## src/rtl/dacbank_pkg.sv

```systemverilog
package dacbank_pkg;
   // Strobe slot positions inside the synchronized strobe vector
   localparam int STB_CS  = 0;
   localparam int STB_WR  = 1;
   localparam int STB_LD  = 2;
   localparam int STB_CLR = 3;
   localparam int STB_W   = 4;

   // Midscale code: MSB set, all other bits clear
   function automatic logic [63:0] midscale(input int unsigned w);
      logic [63:0] v;
      v = '0;
      v[w-1] = 1'b1;
      return v;
   endfunction
endpackage

```

## src/rtl/dacbank_delay.sv

```systemverilog
module dacbank_delay #(
   parameter int          W     = 1,
   parameter int          DEPTH = 2,
   parameter logic [W-1:0] INIT = '0
) (
   input  logic         clk,
   input  logic         rst_n,
   input  logic [W-1:0] d,
   output logic [W-1:0] q
);
   generate
      if (DEPTH < 1) begin : g_bad_depth
         $error("dacbank_delay: DEPTH must be at least 1");
      end
   endgenerate

   logic [W-1:0] stage [DEPTH];

   always_ff @(posedge clk or negedge rst_n) begin
      if (!rst_n) begin
         for (int i = 0; i < DEPTH; i++) stage[i] <= INIT;
      end else begin
         stage[0] <= d;
         for (int i = 1; i < DEPTH; i++) stage[i] <= stage[i-1];
      end
   end

   assign q = stage[DEPTH-1];
endmodule

```

## src/rtl/dacbank_chan.sv

```systemverilog
module dacbank_chan #(
   parameter int           W    = 14,
   parameter logic [W-1:0] INIT = '0
) (
   input  logic         clk,
   input  logic         rst_n,
   input  logic         wr_en,
   input  logic         ld_en,
   input  logic [W-1:0] wdata,
   output logic [W-1:0] in_q,
   output logic [W-1:0] dac_q
);
   logic [W-1:0] in_next;

   // New word bypasses into the DAC register when load is active
   assign in_next = wr_en ? wdata : in_q;

   always_ff @(posedge clk or negedge rst_n) begin
      if (!rst_n) begin
         in_q  <= INIT;
         dac_q <= INIT;
      end else begin
         in_q <= in_next;
         if (ld_en) dac_q <= in_next;
      end
   end
endmodule

```

## src/rtl/octal_dac_regbank.sv

```systemverilog
module octal_dac_regbank #(
   parameter int NUM_CH      = 8,
   parameter int CODE_W      = 14,
   parameter int SYNC_STAGES = 2,
   parameter bit REG_OUT     = 1'b0,
   localparam int ADDR_W     = (NUM_CH > 1) ? $clog2(NUM_CH) : 1,
   localparam int BUS_W      = NUM_CH * CODE_W
) (
   input  logic              clk,
   input  logic              rst_n,
   input  logic              cs_n,
   input  logic              wr_n,
   input  logic              load_n,
   input  logic              clear_n,
   input  logic [ADDR_W-1:0] addr,
   input  logic [CODE_W-1:0] din,
   output logic [BUS_W-1:0]  code_out
);
   import dacbank_pkg::*;

   localparam logic [CODE_W-1:0] MID_CODE = CODE_W'(midscale(CODE_W));
   localparam int                PAY_W    = ADDR_W + CODE_W;

   generate
      if (NUM_CH < 2 || NUM_CH > 64) begin : g_bad_ch
         $error("octal_dac_regbank: NUM_CH out of range");
      end
      if (CODE_W < 2 || CODE_W > 32) begin : g_bad_w
         $error("octal_dac_regbank: CODE_W out of range");
      end
      if (SYNC_STAGES < 2) begin : g_bad_sync
         $error("octal_dac_regbank: SYNC_STAGES must be at least 2");
      end
   endgenerate

   // Strobe synchronizer (idle level is high)
   logic [STB_W-1:0] stb_raw, stb_s;
   assign stb_raw[STB_CS]  = cs_n;
   assign stb_raw[STB_WR]  = wr_n;
   assign stb_raw[STB_LD]  = load_n;
   assign stb_raw[STB_CLR] = clear_n;

   dacbank_delay #(.W(STB_W), .DEPTH(SYNC_STAGES), .INIT('1)) u_stb_sync (
      .clk(clk), .rst_n(rst_n), .d(stb_raw), .q(stb_s)
   );

   // One more stage of write and chip-select for edge detection
   logic [1:0] wc_q;
   dacbank_delay #(.W(2), .DEPTH(1), .INIT('1)) u_edge (
      .clk(clk), .rst_n(rst_n), .d({stb_s[STB_WR], stb_s[STB_CS]}), .q(wc_q)
   );

   logic wr_q, cs_q_n;
   assign wr_q   = wc_q[1];
   assign cs_q_n = wc_q[0];

   // Address and data delayed to match the last low write sample
   logic [PAY_W-1:0] pay_q;
   dacbank_delay #(.W(PAY_W), .DEPTH(SYNC_STAGES + 1), .INIT('0)) u_bus_dly (
      .clk(clk), .rst_n(rst_n), .d({addr, din}), .q(pay_q)
   );

   logic [ADDR_W-1:0] waddr;
   logic [CODE_W-1:0] wdata;
   assign {waddr, wdata} = pay_q;

   logic wr_valid, ld_act, clr_act;
   assign wr_valid = stb_s[STB_WR] & ~wr_q & ~cs_q_n;
   assign ld_act   = ~stb_s[STB_LD];
   assign clr_act  = ~stb_s[STB_CLR];

   logic [NUM_CH-1:0] wr_hit;
   logic [BUS_W-1:0]  in_flat, dac_flat, out_next;

   generate
      for (genvar ch = 0; ch < NUM_CH; ch++) begin : g_ch
         assign wr_hit[ch] = wr_valid && (waddr == ADDR_W'(ch));

         dacbank_chan #(.W(CODE_W), .INIT(MID_CODE)) u_chan (
            .clk   (clk),
            .rst_n (rst_n),
            .wr_en (wr_hit[ch]),
            .ld_en (ld_act),
            .wdata (wdata),
            .in_q  (in_flat[ch*CODE_W +: CODE_W]),
            .dac_q (dac_flat[ch*CODE_W +: CODE_W])
         );

         assign out_next[ch*CODE_W +: CODE_W] =
            clr_act ? MID_CODE : dac_flat[ch*CODE_W +: CODE_W];
      end

      if (REG_OUT) begin : g_out_reg
         always_ff @(posedge clk or negedge rst_n) begin
            if (!rst_n) code_out <= {NUM_CH{MID_CODE}};
            else        code_out <= out_next;
         end
      end else begin : g_out_comb
         assign code_out = out_next;
      end
   endgenerate
endmodule

```

## config.mk

```make
export PLATFORM = sky130hd
export DESIGN_NAME = octal_dac_regbank
export DESIGN_NICKNAME = d
export VERILOG_FILES = /design/src/rtl/dacbank_pkg.sv /design/src/rtl/dacbank_delay.sv /design/src/rtl/dacbank_chan.sv /design/src/rtl/octal_dac_regbank.sv
export SDC_FILE = /design/constraint.sdc
export NUM_CORES = 1
export LEC_CHECK = 0
export BUFFER_PORTS_ARGS = -buffer_cell sky130_fd_sc_hd__buf_2
export CORE_MARGIN = 2
export CORE_UTILIZATION = 35
export CTS_CLUSTER_DIAMETER = 150
export DETAILED_ROUTE_END_ITERATION = 10
export PLACE_DENSITY_LB_ADDON = 0.1
export SYNTH_ARGS = -nofsm -noshare
export SYNTH_HDL_FRONTEND = slang
export SYNTH_SLANG_ARGS = --single-unit
```

## constraint.sdc

```tcl
create_clock -name clk -period 1.95 [get_ports clk]
set_input_delay 0.0975 -clock clk [delete_from_list [all_inputs] [get_ports clk]]
set_output_delay 0.0975 -clock clk [all_outputs]
set_load 0.05 [all_outputs]
```

---- Word level (Yosys, flattened, before mapping) ----
Index checks and enable logic that the tools add are counted.
word-level totals
  word-level logic and storage cells ...... 58
  bits in registers ....................... 285
  input port bits ......................... 23
cells by class
  reduce and logical (&&, ||, !) cells .... 9
  bitwise logic cells ..................... 4
  eq/ne operators ......................... 7
  mux-type cells .......................... 16
operators by type and width
  cell                                                              count
  14-bit two-way mux                                                16
  3-bit == test (second input constant)                             4
  1-bit logical AND                                                 8
  3-bit by 2-bit == test with 1-bit output (second input constant)  2
  3-bit by 1-bit == test with 1-bit output (second input constant)  1
  3-bit logical NOT                                                 1
  1-bit bitwise AND                                                 2
  1-bit NOT                                                         2

---- Depth between registers and ports, before layout ----
  word-level depth ........................ 5
  mapped depth ............................ 6
  gate-level depth less buffers ........... 3

---- Modules after synthesis ----
A second synthesis with hierarchy kept.
second synthesis, totals
  cells, all modules ...................... 683
  area, all modules ....................... 11,148.2 um2
modules (own cells, without submodules)
  module                       cells each  sequential area each (um2)  area an instance (um2)  instances
  dacbank_chan                 58          703.2                       1,076.0                 8
  dacbank_delay at u_bus_dly   68          1,276.2                     1,403.8                 1
  octal_dac_regbank            137         0.0                         843.3                   1
  dacbank_delay at u_stb_sync  12          210.2                       240.2                   1
  dacbank_delay at u_edge      2           52.6                        52.6                    1

---- Least setup slack after synthesis ----
OpenSTA, ideal clock, no wires.
  path type ............................... reg2reg
  from .................................... register u_stb_sync.stage, in the netlist u_stb_sync.q[1]
  to ...................................... register g_ch[1].u_chan.dac_q[10]
  slack ................................... 0.320 ns
  stages on the path, launching flop included .. 6
  setup time .............................. 0.141 ns
  arrival ................................. 1.489 ns
  buffers on the path ..................... 2
  cell sequence ........................... dfstp_2 or4b_4 buf_6 buf_6 o21ai_2 a31oi_1
on the way
  cells in the longest elaborated chain, start to end .. 4
ends and longest elaborated chain
  item                            line                     RTL
  start: declaration              dacbank_delay.sv:17      logic [W-1:0] stage [DEPTH];
  1-bit bitwise AND (2 in a row)  octal_dac_regbank.sv:68  assign wr_valid = stb_s[STB_WR] & ~wr_q & ~cs_q_n;
  1-bit logical AND               octal_dac_regbank.sv:77  assign wr_hit[ch] = wr_valid && (waddr == ADDR_W'(ch));
  14-bit two-way mux              dacbank_chan.sv:16       assign in_next = wr_en ? wdata : in_q;
  end signal: assignment          dacbank_chan.sv:24       if (ld_en) dac_q <= in_next;
  end: declaration                dacbank_chan.sv:11       output logic [W-1:0] dac_q
Every way passes these cells.
A chain may end at the register's enable or synchronous reset.

---- Worst setup path in the final report ----
  from .................................... register u_stb_sync.stage, in the netlist u_stb_sync.q[3]
  to ...................................... output code_out[86]
on the way
  cells in the longest elaborated chain, start to end .. 1
ends and longest elaborated chain
  item                line                     RTL
  14-bit two-way mux  octal_dac_regbank.sv:90  clr_act ? MID_CODE : dac_flat[ch*CODE_W +: CODE_W];
  end: declaration    octal_dac_regbank.sv:17  output logic [BUS_W-1:0] code_out
Every way passes these cells.

==> impl_metrics.ini <==
[run_status]
status = finished clean

[synth]
synth_cell_types = 24
synth_area_mm2 = 0.01138
yosys_warnings = 0
ys_ff_latch = 285
synth_compound_area_share_pct = 20.61
synth-simple-area-share_pct = 12.18
synth.area.mux_share_pct = 0
synth_top_family_by_area = compound AO/OA/AOI/OAI gates
synthCells = 1043
synth_area_per_cell_um2 = 10.91
synth_nets = 1066
synthXorXnorAreaFrac_pct = 0
ys_seq_area_share_pct = 62.98
synthAdderAreaFrac_pct = 0

[critical_path]
crit_type = reg2out
worstPathMaxFanout = 53
cp_slowest_cell = dfstp_2
endpoint_kind = output pin
critPathRequiredTime_ns = 1.85
crit_chain = buf_12 -> and2_1 -> buf_4
arrival_ns = 1.78
cp-start-kind = flip-flop
slowest_delay_ns = 0.58

[final_layout]
layout-drive-gt1-share_pct = 23.26
mostFrequentLayoutCells = dfrtp_1 (259), o21ai_0 (130), buf_2 (116)
diodes = 0
syn2layout_area_growth_pct = 24.12
finalInstanceArea_mm2 = 0.01412
finalNetCount = 1189
mostFrequentLayoutCell = dfrtp_1

[pwr]
clock_power_share_pct = 39.2
total_power_mw = 16.12
p_int_mw = 11.58
power_switching_mw = 4.541
power_frac_comb_pct = 16.4
p_leak_nw = 6.359
swShare_pct = 28.16
p_per_area_mw_per_mm2 = 1142
ir_drop_mv = 0.5134
power_frac_seq_pct = 44.3

[floorplan]
initial_core_util_pct = 35.23
die_area_mm2 = 0.03396
ioPinCount = 135
die_h_um = 184.3
core-area_mm2 = 0.03229
die_x_um = 184.3
num_rows = 66

[detailed_routing]
wl_per_cell_um = 19.76
drc = 0
routed_wl_um = 32260
ant_nets = 0
drt_iter0_markers = 674
vias = 8495
drt-vias-per-instance = 5.202
dr.pass1.iters = 8

[timing]
min_period_ns = 1.882
setup_viol = 0
worst_pin_slew_ns = 0.6735
slew_headroom_pct = 55.10
timing.hold.ws_ns = 0.1781
fin_crit_sh_pct = 96.49
hold_violations = 0
rsz0062_at_grt = true
fmax_mhz = 531.5
maxSlewViolCount = 0
fin_skew_ns = 0.01244

[clock_network]
cts_made_buffers = 34
clkLatencyLatePin_ns = 0.50
clockBufferDepth = 3
htree_levels = 2
cts_tree = yes
clk_pin_slew_ns = 0.06
cts-root-buf = clkbuf_16
cts_setup_buffers = 0
cts_sinks = 285

[global_routing]
grt_pass1_vias = 8549
grt_overflow = 0
antenna_found_initial = 0
grt_util_all_layers_pct = 19.63
grt_pass1_wl_um = 51550
grt_start_max_net_pins = 77

[placement]
dp_hpwl_um = 19020
io_buffers = 134
dpl_cell_area_mm2 = 0.01270
finalWeightedCongestion = 0.7169

[run]
drv_cap = 0

[hold_path]
hold_class = in2async
layer usage:
metal	vias up	GRT usage, %	wire length, um
li1	3976	-	-
met5	-	0	0
met2	235	28.72	14040
met1	4236	29.93	15890
met3	48	2.648	1496
met4	0	6.464	838
Yosys cell counts:
library cell / n / area share, %
dfstp_2: 26 / 6.0
nor2b_1: 2 / 0.11
a31oi_1: 112 / 6.2
nand2b_1: 10 / 0.55
nor2_1: 37 / 1.2
inv_1: 1 / 0.033
nand4bb_1: 1 / 0.099
buf_6: 4 / 0.40
o21ai_2: 10 / 0.77
buf_4: 1 / 0.066
and4bb_2: 1 / 0.11
nor4b_1: 1 / 0.077
nand3_1: 36 / 1.6
or2_1: 1 / 0.055
dfrtp_1: 259 / 57
a2bb2oi_1: 76 / 5.9
and2_1: 105 / 5.8
o21ai_1: 43 / 1.9
buf_1: 1 / 0.033
clkbuf_1: 83 / 2.7
buf_2: 22 / 0.97
nand2_1: 75 / 2.5
or4b_4: 1 / 0.12
o21ai_0: 135 / 5.9
logic make-up after synthesis:
group / Yosys count
simple gates: 270
buf+inv: 112
compound gates: 376
flops: 285
worst max-delay path, delay by kind of cell, from the launching register on:
kind,cells,cell delay [ns]
AND/OR/NAND/NOR,1,0.23
buffers and inverters,2,0.46
flip-flops,1,0.58
flip-flops by register name, summed over array words and instances, names as in the netlist:
| signal | cells |
|---|---|
| u_edge.q | 2 |
| g_ch.u_chan.in_q | 112 |
| u_bus_dly.stage | 34 |
| u_stb_sync.q | 4 |
| u_stb_sync.stage | 4 |
| g_ch.u_chan.dac_q | 112 |
| u_bus_dly.q | 17 |
through the flow:
step / instances / utilization (%) / TNS [ns] / setup slack (ns)
2_1_floorplan: 1043 / - / 0 / 0.3202
3_3_place_gp: 1550 / 39.35 / 0 / 0.1502
3_5_place_dp: 1550 / 39.35 / 0 / 0.09705
4_1_cts: 1633 / 43.64 / 0 / 0.004258
5_1_grt: 1633 / 43.73 / -0.004077 / -0.002509
6_report: 1633 / 43.73 / 0 / 0.06845
final cells by class:
| cell class | instances | area (um2) |
|---|---|---|
| Multi-Input combinational cell | 646 | 3770 |
| Tap cell | 442 | 553.0 |
| Fill cell | 3112 | 18170 |
| Inverter | 1 | 6.256 |
| Sequential cell | 285 | 7164 |
| Clock buffer | 54 | 1080 |
| Clock inverter | 7 | 62.56 |
| Timing Repair Buffer | 198 | 1484 |
power by group through the flow:
stage / combinational (mW) / clock (mW) / sequential, mW
final: 2.65 / 6.32 / 7.15
after global routing: 2.91 / 6.76 / 7.24
after CTS: 2.67 / 6.48 / 7.16
after detailed placement: 2.61 / 0 / 7.25
after global placement: 2.58 / 0 / 7.25
after floorplan: 1.97 / 0 / 7.04
path summary, 6_finish.rpt:
check,slack (ns),depth (start not counted),end,start
min in group clk,0.24,2,u_bus_dly.stage[40],din[6]
max,0.07,3,code_out[86],u_stb_sync.q[3]
min reg2reg,0.34,0,u_bus_dly.q[4],u_bus_dly.stage[21]
min,0.18,2,u_bus_dly.stage[37],rst_n
max in group asynchronous,1.06,3,g_ch[1].u_chan.dac_q[13],rst_n
max reg2reg,0.09,4,g_ch[1].u_chan.dac_q[0],u_stb_sync.q[1]
timing repair:
action	4_1_cts	5_1_grt
hold buffers	22	0
hold endpoints to repair	81	0
endpoints found under the setup margin	8	18
gates resized for setup	9	17
Power figures use the tool's default switching activity.
